===== config.mk =====
export PLATFORM = sky130hd
export DESIGN_NAME = hb_sequencer
export DESIGN_NICKNAME = d
export VERILOG_FILES = /design/src/rtl/hb_seq_pkg.sv /design/src/rtl/hb_uvlo.sv /design/src/rtl/hb_ramp.sv /design/src/rtl/hb_deadtime.sv /design/src/rtl/hb_sequencer.sv
export SDC_FILE = /design/constraint.sdc
export NUM_CORES = 1
export LEC_CHECK = 0
export ABC_AREA = 0
export ABC_CLOCK_PERIOD_IN_PS = 5200
export BUFFER_PORTS_ARGS = -buffer_cell sky130_fd_sc_hd__buf_2
export CAP_MARGIN = 20
export CORE_MARGIN = 2
export CORE_UTILIZATION = 40
export DETAILED_ROUTE_END_ITERATION = 8
export PLACE_DENSITY = 0.7
export SYNTH_ARGS = -nofsm -noshare
export SYNTH_HDL_FRONTEND = slang
export SYNTH_SLANG_ARGS = --single-unit

===== constraint.sdc =====
create_clock -name clk -period 5.2 [get_ports clk]
set_input_delay 1.04 -clock clk [delete_from_list [all_inputs] [get_ports clk]]
set_output_delay 1.04 -clock clk [all_outputs]
set_load 0.03 [all_outputs]

===== src/rtl/hb_seq_pkg.sv =====
package hb_seq_pkg;
  typedef enum logic [1:0] {
    PH_IDLE  = 2'd0,
    PH_CLIMB = 2'd1,
    PH_RISE  = 2'd2,
    PH_FALL  = 2'd3
  } phase_t;
endpackage


===== src/rtl/hb_uvlo.sv =====
module hb_uvlo #(
  parameter int SUP_W = 8,
  parameter int UV_ON_CODE = 176,
  parameter int UV_OFF_CODE = 144
) (
  input  logic             clk,
  input  logic             rst,
  input  logic [SUP_W-1:0] supply_code,
  output logic             ok_next,
  output logic             ok
);
  localparam logic [SUP_W-1:0] ON_LVL  = SUP_W'(UV_ON_CODE);
  localparam logic [SUP_W-1:0] OFF_LVL = SUP_W'(UV_OFF_CODE);

  always_comb begin
    if (ok) ok_next = (supply_code >= OFF_LVL);
    else    ok_next = (supply_code >= ON_LVL);
  end

  always_ff @(posedge clk) begin
    if (rst) ok <= 1'b0;
    else     ok <= ok_next;
  end

  // below the turn-on level a locked block stays locked
  assert_stay_locked_R2: assert property (@(posedge clk) disable iff (rst)
    (!ok && supply_code < ON_LVL) |=> !ok);
  // at or above the turn-off level a running block stays qualified
  assert_stay_qualified_R2: assert property (@(posedge clk) disable iff (rst)
    (ok && supply_code >= OFF_LVL) |=> ok);
endmodule


===== src/rtl/hb_ramp.sv =====
module hb_ramp
  import hb_seq_pkg::*;
#(
  parameter int CNT_W = 16
) (
  input  logic             clk,
  input  logic             rst,
  input  logic             run,
  input  logic [CNT_W-1:0] half_period,
  output phase_t           phase
);
  localparam int RW = CNT_W + 2;
  localparam logic [RW-1:0] RONE = RW'(1);

  logic [RW-1:0] ramp, lo_th, hi_th, ramp_up;

  assign lo_th   = {2'b00, half_period};
  assign hi_th   = {1'b0, half_period, 1'b0};
  assign ramp_up = ramp + RONE;

  always_ff @(posedge clk) begin
    if (rst || !run) begin
      phase <= PH_IDLE;
      ramp  <= '0;
    end else begin
      case (phase)
        PH_IDLE: begin
          phase <= PH_CLIMB;
          ramp  <= '0;
        end
        PH_CLIMB: begin
          if (ramp_up >= lo_th) begin
            phase <= PH_RISE;
            ramp  <= lo_th;
          end else begin
            ramp <= ramp_up;
          end
        end
        PH_RISE: begin
          if (ramp_up >= hi_th) begin
            phase <= PH_FALL;
            ramp  <= hi_th;
          end else begin
            ramp <= ramp_up;
          end
        end
        default: begin
          if (ramp <= lo_th + RONE) begin
            phase <= PH_RISE;
            ramp  <= lo_th;
          end else begin
            ramp <= ramp - RONE;
          end
        end
      endcase
    end
  end

  // the climb never hands over to the falling half, so lo always fires first
  assert_climb_to_rise_R6: assert property (@(posedge clk) disable iff (rst)
    (phase == PH_CLIMB && run) |=> (phase == PH_CLIMB || phase == PH_RISE));
  // any stop request returns the ramp to idle at the next edge
  assert_stop_idles_R8: assert property (@(posedge clk) disable iff (rst)
    !run |=> (phase == PH_IDLE));
endmodule


===== src/rtl/hb_deadtime.sv =====
module hb_deadtime
  import hb_seq_pkg::*;
#(
  parameter int CNT_W = 16
) (
  input  logic             clk,
  input  logic             rst,
  input  phase_t           phase,
  input  logic [CNT_W-1:0] dead,
  output logic             lo,
  output logic             ho
);
  localparam logic [CNT_W-1:0] ONE = CNT_W'(1);

  phase_t           phase_q;
  logic [CNT_W-1:0] held_cnt, elapsed;
  logic             fresh;

  assign fresh   = (phase != phase_q);
  assign elapsed = fresh ? '0 : held_cnt;

  always_ff @(posedge clk) begin
    if (rst) begin
      phase_q  <= PH_IDLE;
      held_cnt <= '0;
    end else begin
      phase_q <= phase;
      if (fresh)                held_cnt <= ONE;
      else if (held_cnt != '1)  held_cnt <= held_cnt + ONE;
    end
  end

  assign lo = (phase == PH_RISE) && (elapsed >= dead);
  assign ho = (phase == PH_FALL) && (elapsed >= dead);

  // with a non-zero dead time, the cycle before ho rises has lo low
  assert_gap_before_ho_R5: assert property (@(posedge clk) disable iff (rst)
    ($rose(ho) && dead != '0) |-> !$past(lo));
  // with a non-zero dead time, the cycle before lo rises has ho low
  assert_gap_before_lo_R5: assert property (@(posedge clk) disable iff (rst)
    ($rose(lo) && dead != '0) |-> !$past(ho));
endmodule


===== src/rtl/hb_sequencer.sv =====
module hb_sequencer
  import hb_seq_pkg::*;
#(
  parameter int SUP_W = 8,
  parameter int CNT_W = 16,
  parameter int UV_ON_CODE = 176,
  parameter int UV_OFF_CODE = 144
) (
  input  logic             clk,
  input  logic             rst,
  input  logic [SUP_W-1:0] supply_code,
  input  logic             shutdown_req,
  input  logic [CNT_W-1:0] half_period,
  input  logic [CNT_W-1:0] dead_long,
  input  logic [CNT_W-1:0] dead_short,
  input  logic             dead_sel,
  output logic             lo,
  output logic             ho,
  output logic             boot_en
);
  logic             ok_next, supply_ok, cfg_ok, run;
  logic [CNT_W-1:0] dead;
  phase_t           phase;

  assign dead   = dead_sel ? dead_short : dead_long;
  assign cfg_ok = (dead < half_period);
  assign run    = ok_next && !shutdown_req && cfg_ok;

  hb_uvlo #(
    .SUP_W(SUP_W), .UV_ON_CODE(UV_ON_CODE), .UV_OFF_CODE(UV_OFF_CODE)
  ) u_uvlo (
    .clk(clk), .rst(rst), .supply_code(supply_code),
    .ok_next(ok_next), .ok(supply_ok)
  );

  hb_ramp #(.CNT_W(CNT_W)) u_ramp (
    .clk(clk), .rst(rst), .run(run),
    .half_period(half_period), .phase(phase)
  );

  hb_deadtime #(.CNT_W(CNT_W)) u_dead (
    .clk(clk), .rst(rst), .phase(phase), .dead(dead),
    .lo(lo), .ho(ho)
  );

  assign boot_en = lo;

  // the two gate enables never overlap
  assert_no_overlap_R11: assert property (@(posedge clk) disable iff (rst)
    !(lo && ho));
  // an unqualified supply keeps both gates off
  assert_lockout_off_R3: assert property (@(posedge clk) disable iff (rst)
    !supply_ok |-> (!lo && !ho));
  // a shutdown request turns everything off at the next edge
  assert_shutdown_off_R8: assert property (@(posedge clk) disable iff (rst)
    shutdown_req |=> (!lo && !ho && !boot_en));
  // a rejected configuration keeps both gates off
  assert_badcfg_off_R10: assert property (@(posedge clk) disable iff (rst)
    !cfg_ok |=> (!lo && !ho));
endmodule


==> qor.csv, run 1 <==
metric;value;unit
area_growth;10.23;%
dp_cells;853;
fmax;219.1;MHz
globalRouteTotalUtil;0.2072;
cts_made_buffers;5;
grt_pass1_vias;4573;
synth.area.mux_share;0.03548;
drt_iter0_drc;200;
drive_above_1_share;0.1310;
ant_nets;0;
synth_compound_area_frac;0.1965;
period_needed;4565;ps
ys_seq_elements;39;
grt_max_degree;18;
core;12570;um2
place_congestion;0.8718;
synth_fa_ha_area_frac;0.2075;
dpl_cell_area;5508;um2
yosysTopAreaCell;ha_1;
stdcell_count;859;
arrival;4760;ps
tns;0;ps
cts_resized;0;
ys.flop_type;dfxtp_1;
rsz0062_at_grt;no;
path_max_fanout;5;
hold_start;u_dead.held_cnt[1];
cts_tree;done;
clock_path_buffers;2;
reg2reg_from;u_ramp.ramp[4];
yosysMostFrequentCell;ha_1;
n_fill_cell;1281;
ir_worst_vdd;0.1835;mV
ctsHoldBuffers;0;
portBuffers;58;
clkLatencyLatePin;280;ps
post-route-period-util;0.8778;
drv_slew;0;
die_area;13700;um2
synth.cell_area;5114;um2
initial_core_util;0.4069;
hpwl;11080;um
status;completed;
p_leak;0.002650;uW
postSynthCellCount;641;
crit_path_end_kind;register;
io_pins;63;
vias_per_cell;5.612;
cts.sinks;39;
yosysUniqueCellTypes;72;
critPathLaunch;half_period[1];
skew;4.405;ps
synth-simple-area-share;0.2496;
ys_top_cells_by_area;ha_1, dfxtp_1, xnor2_1, nor2_1, xor2_1;
antennaDiodeCount;0;
worst_pin_slew;704.5;ps
grt_overflow;0;
synthesis.nets;785;
route.vias.total;4821;
hold_class;reg2reg;
startpoint_type;primary input;
ys_seq_area_frac;0.1527;
firstDrtPassIters;4;
max-slew-margin-rel;0.5289;
cap_violations;0;
die_w;117.1;um
final_util;0.4485;
syn_avg_cell_area;7.978;um2
synth_top_area_frac;0.2055;
setup_ws;635.5;ps
grt_pass1_wl;22410;um
async_flop_share;0;
synth-edff-count;0;
final_area;5637;um2
synth_xor_area_frac;0.09249;
setup_viol;0;
netlist_top_cells_count;ha_1, nor2_1, inv_1;
critical_path_required;5390;ps
antenna_found_initial;0;
path_clk_slew;60;ps
rows;41;
htreeDepth;2;
totalWireLength;13810;um
pre_cts_slack;414.5;ps
wl_per_cell;16.08;um
nets;832;
cts_setup_buffers;0;
hold_violations;0;
cts_root_buf;clkbuf_16;
die_h;117.1;um
synth_top_family_by_area;simple AND/OR/NAND/NOR gates;
p_per_area;135.4;nW/um2
drc;0;
ys_warn_count;0;
path_class;in2reg;
sequential cells by signal, indices dropped and copies added (netlist names):
signal	cells
u_uvlo.ok	1
u_ramp.ramp	18
u_dead.phase_q	2
u_ramp.phase	2
u_dead.held_cnt	16
critical path: stages:
cell and delay [ps]:
buf_2 150, nand3_1 130, nor3_1 380, or3b_2 540
nor2_1 190, nand2_1 90, xnor2_1 130, ha_1 300
nand4_1 140, nor2_1 60, a2111o_1 420, o311ai_1 510
nand2_1 130, or4b_1 480, o31ai_1 80
where the power goes:
| part | total, uW | switching (uW) | leakage (uW) | internal [uW] |
|---|---|---|---|---|
| logic | 165 | 93.8 | 0.00227 | 70.9 |
| registers | 305 | 3.00 | 0.000315 | 302 |
| clock network | 294 | 121 | 0.0000628 | 173 |
| total | 763 | 218 | 0.00265 | 546 |
cells in the final DEF, fill, tap and decap left out, drive strengths merged, types with 17 or more instances in the layout:
cell,count
buf,68
dfxtp,39
ha,84
nor2,55
xnor2,33
nor3,31
o21ai,21
xor2,21
mux2i,17
nand3,30
a21oi,23
nand2,37
inv,40
cell type report:
type | count | area, um2 | share of cell area
sequential | 39 | 780.7 | 0.1385
multi-input combinational | 534 | 3996 | 0.7090
timing repair buffer | 68 | 365.4 | 0.06482
inverter | 40 | 150.1 | 0.02664
clock buffer | 6 | 128.9 | 0.02286
tap | 172 | 215.2 | 0.03818
through the flow:
step / power [uW] / hold WS (ps)
2_1_floorplan: 413.7 / 457.0
3_3_place_gp: 473.5 / 479.4
3_5_place_dp: 475.6 / 492.1
4_1_cts: 764.5 / 500.2
5_1_grt: 798.0 / 518.8
6_report: 763.2 / 492.9
cells by family after synthesis:
family	Yosys count
AND/OR/NAND/NOR	239
flip-flops	39
XOR/XNOR	54
buffers and inverters	68
AO/OA/AOI/OAI	138
adder cells (fa/ha/maj)	85
multiplexers	18
per-layer routing:
metal  share of wire  up-vias  wire length [um]  global-route usage
met5               0        -                 0                   0
met4           0.012        0               162             0.03608
met3           0.063       15               875             0.02369
met2            0.46      148              6364              0.3588
met1            0.46     2217              6407              0.2816
li1                -     2441                 -                   -
worst paths after layout:
kind | end | slack, ps | depth (start not counted)
max | u_ramp.ramp[0] | 640 | 15
min | u_dead.held_cnt[1] | 490 | 2
max reg2reg | u_ramp.ramp[0] | 1240 | 12
min reg2reg | u_dead.held_cnt[1] | 490 | 2
Power figures use the tool's default switching activity.
==> inputs of run 2 (changes only) <==
--- a/config.mk
+++ b/config.mk
@@ -10,9 +10,10 @@
 export BUFFER_PORTS_ARGS = -buffer_cell sky130_fd_sc_hd__buf_2
 export CAP_MARGIN = 20
 export CORE_MARGIN = 2
-export CORE_UTILIZATION = 40
+export CORE_UTILIZATION = 45
 export DETAILED_ROUTE_END_ITERATION = 8
-export PLACE_DENSITY = 0.7
+export GPL_TIMING_DRIVEN = 0
+export PLACE_DENSITY_LB_ADDON = 0.25
 export SYNTH_ARGS = -nofsm -noshare
 export SYNTH_HDL_FRONTEND = slang
 export SYNTH_SLANG_ARGS = --single-unit
==> qor.csv, run 2 (synthesis results as in run 1) <==
metric;value;unit;change
status;completed;;
final_area;5734;um2;+1.7%
layout_common_cells;ha_1, buf_2, nor2_1, inv_1, dfxtp_1;;
reg2reg_depth;13;;+1
globalRouteTotalUtil;0.2484;;+0.04123
p_per_area;139.3;nW/um2;+2.9%
tns;0;ps;unchanged
io_pins;63;;unchanged
drive_above_1_share;0.1402;;+0.009222
slowest_stage;clkbuf_1;;
nets;849;;+2.0%
cts_setup_buffers;0;;unchanged
clock_path_buffers;2;;unchanged
p_leak;0.002720;uW;+2.6%
path_clk_slew;60;ps;about the same
place_congestion;1.002;;+15%
path_class;reg2out;;
skew;7.319;ps;+2.914 ps
die_w;110.6;um;-5.5%
wl_per_cell;17.69;um;+10%
core;10980;um2;-13%
reg2reg_slack;1170;ps;-70 ps
path_common_cell;a21o_1;;
totalWireLength;14960;um;+8.4%
path_max_fanout;10;;+5
critPathTopFamily;compound AO/OA/AOI/OAI gates;;
area_growth;12.14;%;
rows;38;;-7.3%
setup_viol;0;;unchanged
hold_class;reg2reg;;
grt_overflow;0;;unchanged
regMostFlops;u_ramp.ramp;;
vias_per_cell;5.869;;+4.6%
ir_worst_vdd;0.1481;mV;-19%
cpPeakStageDelay;420;ps;-120 ps
dpl_cell_area;5574;um2;+1.2%
ctsHoldBuffers;0;;unchanged
cts_tree;done;;
fmax;203.5;MHz;-7.1%
hold_violations;0;;unchanged
reg_top3;u_ramp.ramp (18), u_dead.held_cnt (16);;
hpwl;12420;um;+12%
critical_path_required;4160;ps;-1230 ps
holdPathStages;2;;unchanged
cts_made_buffers;5;;unchanged
drv_slew;0;;unchanged
ant_nets;0;;unchanged
hold_start;u_dead.held_cnt[10];;
largest_reg_flops;18;;unchanged
final_util;0.5221;;+0.07362
route.vias.total;4965;;+3.0%
die_area;12230;um2;-11%
grt_pass1_wl;24900;um;+11%
r2r-end;u_ramp.ramp[12];;
min_to;u_dead.held_cnt[10];;
arrival;3870;ps;-890 ps
firstDrtPassIters;5;;+1
cts.sinks;39;;unchanged
crit_path_end_kind;primary output;;
grt_pass1_vias;5011;;+9.6%
post-route-period-util;0.9450;;+0.06718
htreeDepth;2;;unchanged
worst_pin_slew;776.2;ps;+71.70 ps
max-slew-margin-rel;0.4825;;-0.04640
cts_resized;0;;unchanged
drt_iter0_drc;264;;+32%
crit_buf_inv;4;;+3
period_needed;4914;ps;+349.3 ps
cap_violations;0;;unchanged
antenna_found_initial;0;;unchanged
drc;0;;unchanged
reg2reg_from;u_ramp.ramp[1];;
startpoint_type;register;;
initial_core_util;0.4656;;+0.05873
antennaDiodeCount;0;;unchanged
final_common_cell;ha_1;;
grt_max_degree;12;;-6
path_cells;clkbuf_1 -> xor2_1 -> nor2_2 -> clkbuf_1 -> nand2_1 -> ha_1 -> nand2b_1 -> a21o_1 -> a21o_1 -> a21o_1 -> a21o_1 -> a31oi_1 -> o21ai_0 -> buf_4 -> buf_2;;
portBuffers;57;;-1.7%
clkLatencyLatePin;280;ps;about the same
die_h;110.6;um;-5.5%
cts_root_buf;clkbuf_16;;
-- run 2: through the flow --
step	total power, uW	worst slack (ps)	cells	hold slack [ps]
finish	798.9	286.1	846	495.0
global route	840.1	-0.03730	846	533.0
CTS	802.1	110.5	846	496.0
detailed placement	476.1	49.27	838	489.3
global placement	469.7	56.24	838	473.1
floorplan	413.7	516.4	641	457.0
-- run 2: tightest hold or removal path, stage by stage (launching register included) --
cell and delay [ps]:
dfxtp_1 330, nand2_1 60, a21oi_1 50
-- run 2: layer usage --
| layer | vias up | GRT usage | wire [um] |
|---|---|---|---|
| li1 | 2473 | - | - |
| met1 | 2311 | 0.3052 | 6303 |
| met2 | 159 | 0.4479 | 7455 |
| met3 | 22 | 0.03403 | 911 |
| met4 | 0 | 0.07583 | 293 |
| met5 | - | 0 | 0 |
-- run 2: final cells by class --
cell class	instances	area (um2)
fillers	1072	5249
multi-input cells	534	3999
flip-flops and latches	39	780.7
repair buffers	57	285.3
plain buffers	28	187.7
well taps	140	175.2
clock buffers	8	156.4
inverters	40	150.1
-- run 2: report_power, final --
group          internal [uW]  switching [uW]
clock network            205             124
registers                302            2.90
logic                   69.1            96.2
total                    575             223
-- run 2: worst max path at each step --
stage / from / end / slack (ps) / depth (start not counted)
3_5_place_dp: half_period[0] / u_ramp.ramp[11] / 50 / 16
6_report: u_ramp.phase[0] / lo / 290 / 15
3_3_place_gp: half_period[3] / u_ramp.ramp[13] / 60 / 16
5_1_grt: u_ramp.phase[0] / lo / -0.04 / 15
2_1_floorplan: dead_sel / lo / 520 / 9
4_1_cts: u_ramp.phase[1] / lo / 110 / 15
==> inputs of run 3 (changes only) <==
--- a/config.mk
+++ b/config.mk
@@ -10,10 +10,11 @@
 export BUFFER_PORTS_ARGS = -buffer_cell sky130_fd_sc_hd__buf_2
 export CAP_MARGIN = 20
 export CORE_MARGIN = 2
-export CORE_UTILIZATION = 45
+export CORE_UTILIZATION = 60
 export DETAILED_ROUTE_END_ITERATION = 8
 export GPL_TIMING_DRIVEN = 0
 export PLACE_DENSITY_LB_ADDON = 0.25
+export RECOVER_POWER = 100
 export SYNTH_ARGS = -nofsm -noshare
 export SYNTH_HDL_FRONTEND = slang
 export SYNTH_SLANG_ARGS = --single-unit
==> qor.csv, run 3 (synthesis results as in run 1) <==
metric;value;unit;change
ir_worst_vdd;0.1065;mV;-28%
pre_cts_slack;15.17;ps;-34.10 ps
cts_made_buffers;5;;unchanged
grt_pass1_wl;23860;um;-4.2%
clock_path_buffers;2;;unchanged
ant_nets;0;;unchanged
io_pins;63;;unchanged
startpoint_type;primary input;;
status;completed;;
max-slew-margin-rel;0.4745;;-0.008018
reg2reg_slack;1160;ps;about the same
critical_path_required;5390;ps;+1230 ps
drc;0;;unchanged
htreeDepth;2;;unchanged
fmax;202.2;MHz;-0.66%
die_area;9278;um2;-24%
p_leak;0.002687;uW;-1.2%
period_needed;4946;ps;+32.49 ps
path_class;in2reg;;
setup_viol;0;;unchanged
hold_start;u_dead.held_cnt[1];;
drive_above_1_share;0.1402;;unchanged
cts.sinks;39;;unchanged
vias_per_cell;6.345;;+8.1%
r2r-end;u_ramp.ramp[8];;
arrival;5140;ps;+1270 ps
skew;11.23;ps;+3.910 ps
setup_ws;253.6;ps;-32.50 ps
reg2reg_depth;13;;unchanged
die_w;96.32;um;-13%
hpwl;12010;um;-3.3%
route.vias.total;5146;;+3.6%
p_per_area;121.9;nW/um2;-13%
grt_pass1_vias;5085;;+1.5%
crit_path_end_kind;register;;
nets;849;;unchanged
cts_setup_buffers;0;;unchanged
place_congestion;0.9446;;-5.7%
area_growth;9.812;%;
ctsHoldBuffers;0;;unchanged
antenna_found_initial;0;;unchanged
core;8258;um2;-25%
largest_reg_flops;18;;unchanged
crit_end;u_ramp.ramp[14];;
drv_slew;0;;unchanged
path_clk_slew;90;ps;+30 ps
cts_tree;done;;
final_common_cell;ha_1;;
worst_pin_slew;788.2;ps;+12.03 ps
reg_top3;u_ramp.ramp (18), u_dead.held_cnt (16);;
grt_overflow;0;;unchanged
critPathLaunch;half_period[3];;
hold_violations;0;;unchanged
path_max_fanout;10;;unchanged
initial_core_util;0.6192;;+0.1536
wl_per_cell;18.37;um;+3.8%
regMostFlops;u_ramp.ramp;;
dpl_cell_area;5530;um2;-0.79%
totalWireLength;14900;um;-0.46%
grt_max_degree;13;;+1
final_area;5615;um2;-2.1%
firstDrtPassIters;7;;+2
tns;0;ps;unchanged
clkLatencyLatePin;300;ps;+20 ps
post-route-period-util;0.9512;;+0.006249
cts_root_buf;clkbuf_8;;
die_h;96.32;um;-13%
antennaDiodeCount;0;;unchanged
rsz0062_at_grt;no;;
hold_slack;498.7;ps;+3.705 ps
portBuffers;57;;unchanged
cap_violations;0;;unchanged
reg2reg_from;u_ramp.ramp[1];;
layout_common_cells;ha_1, buf_2, nor2_1, inv_1, dfxtp_1;;
drt_iter0_drc;321;;+22%
rows;33;;-13%
globalRouteTotalUtil;0.3330;;+0.08453
hold_class;reg2reg;;
-- run 3: metrics by stage --
step | instances | util | power (uW)
3_5_place_dp | 803 | 0.6697 | 475.9
2_1_floorplan | 641 | - | 413.7
4_1_cts | 811 | 0.6798 | 684.7
5_1_grt | 811 | 0.6800 | 721.5
6_report | 811 | 0.6800 | 684.4
3_3_place_gp | 803 | 0.6697 | 466.9
-- run 3: power breakdown --
group | internal, uW | total [uW] | switching, uW
clock | 92.1 | 212 | 120
sequential | 301 | 304 | 2.76
combinational | 69.4 | 168 | 98.4
-- run 3: how the worst min path moves through the flow --
stage	end	slack, ps	cells past startpoint
final	u_dead.held_cnt[1]	500	2
after global routing	u_dead.held_cnt[1]	510	2
after CTS	u_dead.held_cnt[1]	500	2
after detailed placement	u_dead.held_cnt[1]	490	2
after global placement	u_dead.held_cnt[1]	470	2
after floorplan	u_dead.held_cnt[1]	460	2
-- run 3: repair_timing --
action / 4_1_cts / 5_1_grt
endpoints found under the setup margin: 0 / 7
resized for setup: 0 / 6
hold endpoints to repair: 0 / 0
-- run 3: layer usage --
layer  up-vias  global-route usage  part of all wire
met1      2367              0.3819              0.40
li1       2474                   -                 -
met5         -                   0                 0
met3        49             0.04855             0.073
met4         0              0.1549             0.036
met2       256              0.6036              0.49
-- run 3: cell type report --
cell class              instances  area (um2)
inverters                      40       150.1
fillers                       746        2643
clock buffers                   5       68.82
plain buffers                  28       190.2
clock inverters                 3       15.01
repair buffers                 57       282.8
flip-flops and latches         39       780.7
multi-input cells             534        3996
well taps                     105       131.4
-- run 3: critical path: stages --
cell and delay, ps:
buf_2 140, inv_1 160, nor3_1 430, or3b_2 550, nor2_1 210, nand2_1 90
xnor2_1 130, ha_1 300, nand4_1 170, nor2_1 60, a2111o_1 420, o31ai_4 440
nor2_1 210, buf_2 250, a22o_1 230, o31a_1 290
